===== src/rtl/spp_pkg.sv =====
package spp_pkg;
   typedef enum logic [1:0] {
      SEL_DATA  = 2'd0,
      SEL_DIR   = 2'd1,
      SEL_PDINH = 2'd2,
      SEL_NONE  = 2'd3
   } spp_sel_e;
endpackage


===== src/rtl/spp_sync.sv =====
module spp_sync #(
   parameter int WIDTH  = 8,
   parameter int STAGES = 2
) (
   input  logic             clk,
   input  logic             rst_n,
   input  logic [WIDTH-1:0] din,
   output logic [WIDTH-1:0] dout
);
   if (STAGES < 2 || STAGES > 4) begin : g_bad_stages
      $error("spp_sync: STAGES must be 2..4");
   end

   logic [WIDTH-1:0] stage_q [STAGES];

   for (genvar s = 0; s < STAGES; s++) begin : g_stage
      always_ff @(posedge clk or negedge rst_n) begin
         if (!rst_n) begin
            stage_q[s] <= '0;
         end else begin
            if (s == 0) begin
               stage_q[s] <= din;
            end else begin
               stage_q[s] <= stage_q[(s == 0) ? 0 : s-1];
            end
         end
      end
   end

   assign dout = stage_q[STAGES-1];
endmodule


===== src/rtl/spp_regs.sv =====
module spp_regs
   import spp_pkg::*;
#(
   parameter int WIDTH = 8
) (
   input  logic             clk,
   input  logic             rst_n,
   input  logic             wr_en,
   input  logic [1:0]       wr_sel,
   input  logic [WIDTH-1:0] wr_data,
   output logic [WIDTH-1:0] data_q,
   output logic [WIDTH-1:0] dir_q,
   output logic [WIDTH-1:0] pdinh_q
);
   logic hit_data, hit_dir, hit_pdinh;

   always_comb begin
      hit_data  = wr_en && (spp_sel_e'(wr_sel) == SEL_DATA);
      hit_dir   = wr_en && (spp_sel_e'(wr_sel) == SEL_DIR);
      hit_pdinh = wr_en && (spp_sel_e'(wr_sel) == SEL_PDINH);
   end

   always_ff @(posedge clk or negedge rst_n) begin
      if (!rst_n) begin
         data_q  <= '0;
         dir_q   <= '0;
         pdinh_q <= '0;
      end else begin
         if (hit_data)  data_q  <= wr_data;
         if (hit_dir)   dir_q   <= wr_data;
         if (hit_pdinh) pdinh_q <= wr_data;
      end
   end


   dir_write_chk: assert property (@(posedge clk) disable iff (!rst_n)
      (wr_en && wr_sel == 2'd1) |=> (dir_q == $past(wr_data)));


   data_hold_chk: assert property (@(posedge clk) disable iff (!rst_n)
      !(wr_en && wr_sel == 2'd0) |=> $stable(data_q));
endmodule


===== src/rtl/spp_padctl.sv =====
module spp_padctl #(
   parameter int WIDTH      = 8,
   parameter int SERIAL_BIT = 6
) (
   input  logic             clk,
   input  logic             rst_n,
   input  logic             ser_en,
   input  logic [WIDTH-1:0] data_q,
   input  logic [WIDTH-1:0] dir_q,
   input  logic [WIDTH-1:0] pdinh_q,
   output logic [WIDTH-1:0] pad_oe,
   output logic [WIDTH-1:0] pad_out,
   output logic [WIDTH-1:0] pad_pd_en
);
   if (SERIAL_BIT < 0 || SERIAL_BIT >= WIDTH) begin : g_bad_bit
      $error("spp_padctl: SERIAL_BIT out of range");
   end

   for (genvar i = 0; i < WIDTH; i++) begin : g_pin
      if (i == SERIAL_BIT) begin : g_shared
         logic port_owns;
         assign port_owns    = !ser_en;
         assign pad_oe[i]    = port_owns && dir_q[i];
         assign pad_out[i]   = data_q[i];
         assign pad_pd_en[i] = port_owns && !dir_q[i] && !pdinh_q[i];
      end else begin : g_plain
         assign pad_oe[i]    = dir_q[i];
         assign pad_out[i]   = data_q[i];
         assign pad_pd_en[i] = !dir_q[i] && !pdinh_q[i];
      end
   end


   ser_release_pad_chk: assert property (@(posedge clk) disable iff (!rst_n)
      ser_en |-> (!pad_oe[SERIAL_BIT] && !pad_pd_en[SERIAL_BIT]));


   oe_pd_excl_chk: assert property (@(posedge clk) disable iff (!rst_n)
      (pad_oe & pad_pd_en) == '0);
endmodule


===== src/rtl/shared_pin_port.sv =====
module shared_pin_port
   import spp_pkg::*;
#(
   parameter int PORT_W      = 8,
   parameter int SERIAL_BIT  = 6,
   parameter int SYNC_STAGES = 2
) (
   input  logic              clk,
   input  logic              rst_n,
   input  logic              wr_en,
   input  logic [1:0]        wr_sel,
   input  logic [PORT_W-1:0] wr_data,
   input  logic [1:0]        rd_sel,
   output logic [PORT_W-1:0] rd_data,
   input  logic              ser_en,
   output logic              ser_din,
   input  logic [PORT_W-1:0] pad_in,
   output logic [PORT_W-1:0] pad_oe,
   output logic [PORT_W-1:0] pad_out,
   output logic [PORT_W-1:0] pad_pd_en
);
   if (PORT_W < 1 || PORT_W > 32) begin : g_bad_width
      $error("shared_pin_port: PORT_W must be 1..32");
   end

   logic [PORT_W-1:0] data_q, dir_q, pdinh_q, pin_sync;

   spp_sync #(.WIDTH(PORT_W), .STAGES(SYNC_STAGES)) u_sync (
      .clk(clk), .rst_n(rst_n), .din(pad_in), .dout(pin_sync));

   spp_regs #(.WIDTH(PORT_W)) u_regs (
      .clk(clk), .rst_n(rst_n), .wr_en(wr_en), .wr_sel(wr_sel),
      .wr_data(wr_data), .data_q(data_q), .dir_q(dir_q), .pdinh_q(pdinh_q));

   spp_padctl #(.WIDTH(PORT_W), .SERIAL_BIT(SERIAL_BIT)) u_pad (
      .clk(clk), .rst_n(rst_n), .ser_en(ser_en), .data_q(data_q),
      .dir_q(dir_q), .pdinh_q(pdinh_q), .pad_oe(pad_oe),
      .pad_out(pad_out), .pad_pd_en(pad_pd_en));

   assign ser_din = pin_sync[SERIAL_BIT];

   always_comb begin
      unique case (spp_sel_e'(rd_sel))
         SEL_DATA:  rd_data = (dir_q & data_q) | (~dir_q & pin_sync);
         SEL_DIR:   rd_data = dir_q;
         SEL_PDINH: rd_data = pdinh_q;
         default:   rd_data = '0;
      endcase
   end
endmodule


===== config.mk =====
export PLATFORM = sky130hd
export DESIGN_NAME = shared_pin_port
export DESIGN_NICKNAME = d
export VERILOG_FILES = /design/src/rtl/spp_pkg.sv /design/src/rtl/spp_sync.sv /design/src/rtl/spp_regs.sv /design/src/rtl/spp_padctl.sv /design/src/rtl/shared_pin_port.sv
export SDC_FILE = /design/constraint.sdc
export NUM_CORES = 1
export LEC_CHECK = 0
export BUFFER_PORTS_ARGS = -buffer_cell sky130_fd_sc_hd__buf_4
export CAP_MARGIN = 20
export CORE_ASPECT_RATIO = 0.6
export CORE_MARGIN = 10
export CORE_UTILIZATION = 55
export CTS_BUF_LIST = sky130_fd_sc_hd__clkbuf_4 sky130_fd_sc_hd__clkbuf_8
export DETAILED_ROUTE_END_ITERATION = 10
export PLACE_DENSITY = 0.95
export SYNTH_ARGS = -nofsm -noshare
export SYNTH_HDL_FRONTEND = slang
export SYNTH_SLANG_ARGS = --single-unit

===== constraint.sdc =====
create_clock -name clk -period 1.3 [get_ports clk]
set_input_delay 0.065 -clock clk [delete_from_list [all_inputs] [get_ports clk]]
set_output_delay 0.065 -clock clk [all_outputs]
set_load 0.02 [all_outputs]

==> results of run 1 <==
[metrics by stage]
stage                     area [um^2]  worst slack [ns]   util  TNS, ns
after floorplan                  1620             0.347      -        0
after global placement           2030             0.137  0.718        0
after detailed placement         2030             0.113  0.718        0
after CTS                        2220            0.0307  0.784        0
after global routing             2280           -0.0179  0.805  -0.0335
final                            2280            0.0584  0.805        0
[state kept, by name, summed over array words and instances, names as in the netlist]
signal and flops:
u_regs.data_q 8, u_regs.dir_q 8, u_regs.pdinh_q 8, u_sync.dout 8, u_sync.stage_q 8
[layout by cell type, fill, tap and decap left out]
master	Yosys	final
nor2_1	8	7
nor3_1	1	1
dfrtp_2	0	1
mux2_2	24	24
nor2b_1	2	1
buf_6	0	2
nor2b_2	0	1
clkbuf_8	0	6
a32oi_2	0	1
o211ai_1	8	8
nand3b_2	2	2
nor2_2	0	1
nor3b_4	1	1
nand2_1	8	8
clkbuf_4	0	2
a32oi_1	8	7
dlygate4sd3_1	0	9
buf_4	7	60
inv_1	9	9
dfrtp_1	40	39
[cells in the mapped netlist (all sizes together)]
master,instances,area (um^2)
a32oi,8,70.1
buf,8,57.6
clkbuf,1,3.75
dfrtp,40,1000
inv,9,33.8
mux2,24,270
nand2,8,30.0
nand3b,2,22.5
nor2,8,30.0
nor2b,2,12.5
nor3,1,5.00
nor3b,1,18.8
o211ai,8,60.1
[logic make-up (layout without fill, tap and decap cells)]
logic type | after synthesis | count (layout) | share of synthesized area
compound gates | 16 | 16 | 0.0806
flops | 40 | 40 | 0.620
simple gates | 22 | 22 | 0.0736
buf+inv | 18 | 88 | 0.0589
mux | 24 | 24 | 0.167
[repair_timing]
item                                   CTS  global route
setup endpoints to repair                0             6
setup buffers                            0             5
hold buffers                             9             0
endpoints found under the hold margin   48             0
resized for setup                        0             6
[power by group]
group,total [mW],leakage [nW],internal [mW],switching [mW]
Combinational,1.02,0.587,0.502,0.516
Clock,0.871,0.0523,0.474,0.397
Sequential,1.56,0.469,1.41,0.144
Total,3.45,1.11,2.39,1.06
[worst max-delay path by stage]
stage	end	start	slack [ns]
after detailed placement	rd_data[0]	rd_sel[0]	0.11
after floorplan	pad_pd_en[6]	u_regs.dir_q[6]	0.35
after global routing	rd_data[3]	u_regs.dir_q[3]	-0.02
final	rd_data[7]	u_regs.dir_q[7]	0.06
after global placement	rd_data[4]	rd_sel[0]	0.14
after CTS	rd_data[0]	u_regs.dir_q[0]	0.03
[layer usage]
| metal | global-route usage | vias to the layer above | share of wire |
|---|---|---|---|
| li1 | - | 558 | - |
| met1 | 0.173 | 592 | 0.44 |
| met2 | 0.249 | 54 | 0.45 |
| met3 | 0.0863 | 6 | 0.098 |
| met4 | 0.0608 | 0 | 0.012 |
| met5 | 0 | - | 0 |
[area by class of cell]
cell class	instances	share of cell area
flip-flops and latches	40	0.439
repair buffers	71	0.247
multi-input cells	62	0.233
clock buffers	8	0.0428
well taps	42	0.0230
inverters	9	0.0148
==> flow_results.org, run 1 <==
** Outcome
- Result of the run :: finished clean

** Global route
- The initial antenna violation count came to 0.
- Vias in the first global route :: 1312
- Across every metal layer, demand over resource in global routing totals 0.155.
- The first global-routing pass estimated 6580 um of wire.
- For this run the aggregate overflow at the end of global routing stands at 0.
- Pin count of the biggest net entering global routing :: 41

** Yosys
- Counting every instance in the synthesized netlist gives 120.
- Summing every instance area after synthesis gives 1620 um^2.
- Number of distinct standard cells referenced by the synthesized netlist :: 14
- The average instance in the mapped netlist occupies 13.5 um^2.
- The number of nets in the synthesized netlist is 144.
- Register area share after synthesis :: 0.620
- Number of warnings reported in the yosys synthesis log :: 0
- Flip-flop and latch count after synthesis :: 40

** Timing
- Post-layout minimum cycle time :: 1.24 ns
- Timing would allow up to 805 MHz.
- For the pin with the worst max-slew slack, the measured transition is 0.488 ns.
- Worst max-slew margin expressed relative to the limit :: 0.675
- Hold slack final :: 0.0201 ns
- Of the available clock period, the critical path in the final layout requires 0.955.
- RSZ-0062 raised after global routing :: yes
- Clock skew on the completed layout was measured at 0.00225 ns.
- Count of final max-slew check failures :: 0
- Number of failing setup endpoints in the final timing report :: 0
- Number of endpoints with negative hold slack in the final report :: 0

** Clock network
- CTS tree :: built
- CTS max path bufs :: 2
- Cell at the root of the clock tree :: clkbuf_8
- The clock drives 40 sinks.
- In this run the number of H-tree levels came out at 2.
- Number of buffers inserted during clock tree synthesis :: 5
- Clock latency on the worst-skew pair, taken at its later pin, is 0.29 ns.
- Post-CTS clock slew at the launch and capture registers of the worst setup and hold paths :: 0.07 ns

** Route
- The detail route stage leaves a number of antenna-violating nets equal to 0.
- Initial DRC Count :: 54
- For this run, design rule violations remaining after detail routing come to 0.
- After detailed routing, the average wire length per cell comes to 17.6 um.
- For this block, the routed nets add up to 4090 um of wire.
- Vias per cell :: 5.22
- Summing over every cut layer, the via total after detailed routing is 1210.
- Drt pass-1 iters :: 4

** Final layout
- Share of layout cells above drive strength 1 :: 0.532
- In the final layout, the multi-input gates occupy 532 um^2.
- Growth of design area from synthesis to finish :: 41.2%
- Sequential cell area :: 1000 um^2
- Net count, final :: 213
- The number of antenna diodes in the final layout is 0.
- Non-Filler Instances :: 232
- The layout has 181 filler cells.

** Die
- Initial cell density of the core :: 0.570
- From bottom edge to top edge, the die measures 62.0 um.
- After floorplanning, the core was sized to cover 2830 um^2.
- Placement Rows :: 15
- The die covers 5580 um^2.
- 57 I/O pins were placed.
- Die Span X :: 90.0 um

** Placed design
- Placed cell count :: 210
- Routability-driven placement finished with a final weighted congestion of 0.822.
- Detailed placement finished with a half-perimeter wire length of 2980 um.
- During placement, the flow inserted port buffers numbering 56.

** Critical path
- The worst setup path is captured at a primary output.
- In this run the critical register-to-register path is captured at u_regs.dir_q[7].
- Slowest Stage Delay on Critical Path :: 0.42 ns
- Data required time at the worst endpoint :: 1.24 ns
- Critical path depth :: 4
- Traced cell by cell, the critical path runs through buf_4, o211ai_1, nand2_1, buf_6.
- The critical path is of the reg -> out type.
- Internal reg-to-reg setup slack :: 0.36 ns
- Broken down by cell family, the worst path's largest delay share belongs to flip-flops.
- Together, buffers and inverters on the worst path number 2.
- On the critical path, the stage with the largest delay is an instance of dfrtp_1.
- Of all nets on the critical path, the largest fanout is 4.
- Arrival time of data at the critical path endpoint :: 1.18 ns
- STA classifies the critical path startpoint as a register.
- The number of cells on the worst reg-to-reg path is 2.
- Startpoint of the worst-slack reg-to-reg timing path :: u_regs.dir_q[7]

** Power and ir drop
- Static Leak :: 1.11 nW
- Peak supply drop :: 1.18 mV
- Power per cell area :: 1510 nW/um^2
- Power comes to 3.45 mW.

** Job
- Max Cap Violations :: 0

** Worst hold path
- The worst hold path begins at wr_data[1].
- The worst hold path passes through 2 cells.
- The path class of the tightest hold or removal check is in -> reg.
- The path with the worst hold slack has its endpoint at u_regs.pdinh_q[1].
Power figures use the tool's default switching activity.
==> run 2, diff against run 1 <==
--- a/config.mk
+++ b/config.mk
@@ -13,6 +13,7 @@
 export CTS_BUF_LIST = sky130_fd_sc_hd__clkbuf_4 sky130_fd_sc_hd__clkbuf_8
 export DETAILED_ROUTE_END_ITERATION = 10
 export PLACE_DENSITY = 0.95
+export SETUP_SLACK_MARGIN = 0.2
 export SYNTH_ARGS = -nofsm -noshare
 export SYNTH_HDL_FRONTEND = slang
 export SYNTH_SLANG_ARGS = --single-unit
==> run 2 against run 1 <==
- largest power group unchanged
- global-route usage up 0.78 points
- critical path depth is the same
- register-to-register slack hardly changed
- the flow now finishes with violations (setup timing)
- clock power increased by 2.6%
- maximum frequency decreased by 12%
==> flow_results.org, run 2 (synthesis gave the netlist of run 1 again) <==
** Route
- WL/cell :: 20.4 um
- In the routed design, unresolved DRC markers number 0.
- The detailed router placed 1277 vias in this run.
- Initial DRC Count :: 74
- In this run the remaining antenna-violating nets after routing total 0.
- Routed Wire Length :: 4840 um
- The pre-antenna-repair detailed-routing pass consisted of 4 iterations.
- After detailed routing, the number of vias per cell comes to 5.39.

** Die
- For this design the top-level I/O count stands at 57.
- Core Box Area :: 2830 um^2
- Placement Rows :: 15
- Die Outline Area :: 5580 um^2
- Floorplan die height :: 62.0 um
- Die Span X :: 90.0 um
- For this configuration, the core starts out at a cell density of 0.570.

** Clock network
- The clock passes through at most 2 buffers.
- TritonCTS built the clock tree.
- The tree is rooted in a clkbuf_8.
- After clock tree synthesis, the clock-pin slew on the worst setup and hold paths is 0.07 ns.
- Number of buffers inserted during clock tree synthesis :: 5
- The later pin in the worst-skew pair is clocked with a latency of 0.29 ns.
- The H-tree was split into 2 levels.
- The tree built by TritonCTS fans out to 40 sinks.

** Timing
- For the final database, setup skew stands at 0.00397 ns.
- In the finished design, the share of the clock period the worst path needs comes to 1.09.
- Once routing completed, OpenROAD measured the worst setup slack at -0.113 ns.
- For this run, the top clock speed supported by timing is 708 MHz.
- Setup violations remaining at the end of the flow were counted as 1.
- Worst max-slew margin expressed relative to the limit :: 0.534
- Setup repair after global routing could not meet its margin everywhere.
- Count of final max-slew check failures :: 0
- Hold slack final :: 0.0152 ns
- Transition time at the pin with the least slew margin :: 0.697 ns
- The number of endpoints with negative hold slack in the final report came to 0.
- Post-layout minimum cycle time :: 1.41 ns

** Power and ir drop
- Power spread over the standard cell area amounts to 1520 nW/um^2.
- Peak supply drop :: 1.21 mV
- In this run the static leakage power is 1.16 nW.

** Critical path
- STA classifies the critical path endpoint as a primary output.
- Kind of critical path :: reg -> out
- Slowest Stage Delay on Critical Path :: 0.41 ns
- Cells traversed along the worst timing path :: inv_1, a32oi_1, nand2_1, buf_6
- The slowest stage of the critical path belongs to the cell dfrtp_1.
- Data required time at the worst endpoint :: 1.24 ns
- Worst R2R Path Depth :: 2
- Crit path max fanout :: 4
- STA classifies the critical path startpoint as a register.
- Arrival time of data at the critical path endpoint :: 1.35 ns

** Final layout
- Share of layout cells above drive strength 1 :: 0.569
- Leaving out fill and tap cells, the most frequent cells in the layout are 49 x buf_4, 40 x dfrtp_1, 24 x mux2_2.
- Final standard cell area without fillers :: 2420 um^2
- Most frequent standard cell in the layout excluding fill and tap cells :: buf_4
- At the end of the flow, the number of nets in the layout was 218.
- Compared with the post-synthesis result, the final layout area differs by 50.1%.
- Antenna diode instance count :: 0

** Placed design
- Total cell area at the placement stage :: 2030 um^2
- Weighted congestion at the end of routability-driven global placement :: 0.822
- Post-detail-place hpwl :: 2980 um
- Input and output buffers added on the ports amount to 56.

** Global route
- For this run the aggregate overflow at the end of global routing stands at 0.
- The initial antenna violation count was 0.
- GRT Resource Usage Total :: 0.163
- The first global-routing pass estimated 6910 um of wire.
- Entering global routing, the biggest net connects 41 pins.
- The via count of the first global-routing pass came to 1386.

** Outcome
- Violations in the final reports :: setup timing
- The run finished, with violations left.

** Job
- The tool flagged a number of max-cap violations equal to 0.

** Worst hold path
- The worst hold path was traced through 2 stages.
- Class of the most critical hold timing path :: in -> reg
-- run 2: cell count changes in the layout (fill, tap and decap cells not counted) --
cell	change
nor2_1	-5
dfrtp_1	+1
dfrtp_2	-1
nor3_1	-1
buf_4	-11
nor2b_2	-1
nor3_2	+1
nor2b_4	+1
nor2_4	+5
buf_6	+16
-- run 2: final timing paths --
path	start	end	slack, ns
max in group asynchronous	rst_n	u_regs.data_q[5]	0.68
worst max register to register	u_regs.dir_q[0]	u_regs.dir_q[0]	0.35
worst min register to register	u_sync.stage_q[15]	u_sync.dout[7]	0.35
worst min-delay path	wr_data[1]	u_regs.pdinh_q[1]	0.02
worst max-delay path	u_regs.dir_q[2]	rd_data[2]	-0.11
min in group asynchronous	rst_n	u_regs.pdinh_q[0]	0.27
-- run 2: area by class of cell --
cell class                      instances  area, um^2
Inverter                                9        33.8
Tap cell                               42        52.6
Clock buffer                            8        97.6
Timing Repair Buffer                   76         661
Multi-Input combinational cell         62         579
Fill cell                             144         409
Sequential cell                        40        1000
-- run 2: per-stage QoR --
| step | util | power, mW | setup TNS [ns] | worst slack [ns] | instances |
|---|---|---|---|---|---|
| global placement | 0.718 | 2.49 | 0 | 0.137 | 210 |
| global route | 0.856 | 3.84 | -0.174 | -0.142 | 237 |
| finish | 0.856 | 3.68 | -0.113 | -0.113 | 237 |
| CTS | 0.810 | 3.51 | 0 | 0.0623 | 234 |
| floorplan | - | 2.10 | 0 | 0.347 | 120 |
| detailed placement | 0.718 | 2.52 | 0 | 0.113 | 210 |
-- run 2: report_power, final --
group	internal, mW	switching, mW	total (mW)
Clock	0.475	0.420	0.894
Sequential	1.41	0.165	1.58
Combinational	0.619	0.595	1.21
Total	2.51	1.18	3.68
-- run 2: routing by layer --
metal	up-vias	share of wire	wire, um	track usage
met1	640	0.40	1940	0.179
met3	10	0.083	401	0.0731
li1	567	-	-	-
met4	0	0.021	103	0.0923
met5	-	0	0	0
met2	60	0.49	2390	0.267
-- run 2: critical path: cells and delay by family, from the launching register on --
family / cells / cell delay, ns
AO/OA/AOI/OAI: 1 / 0.27
flip-flops: 1 / 0.41
buffers and inverters: 2 / 0.24
AND/OR/NAND/NOR: 1 / 0.13
-- run 2: what timing repair did --
action	in CTS	in global routing
endpoints found under the hold margin	48	0
pin swaps	7	5
resized for setup	6	27
setup endpoints to repair	9	17
setup buffers	7	3
hold buffers	9	0
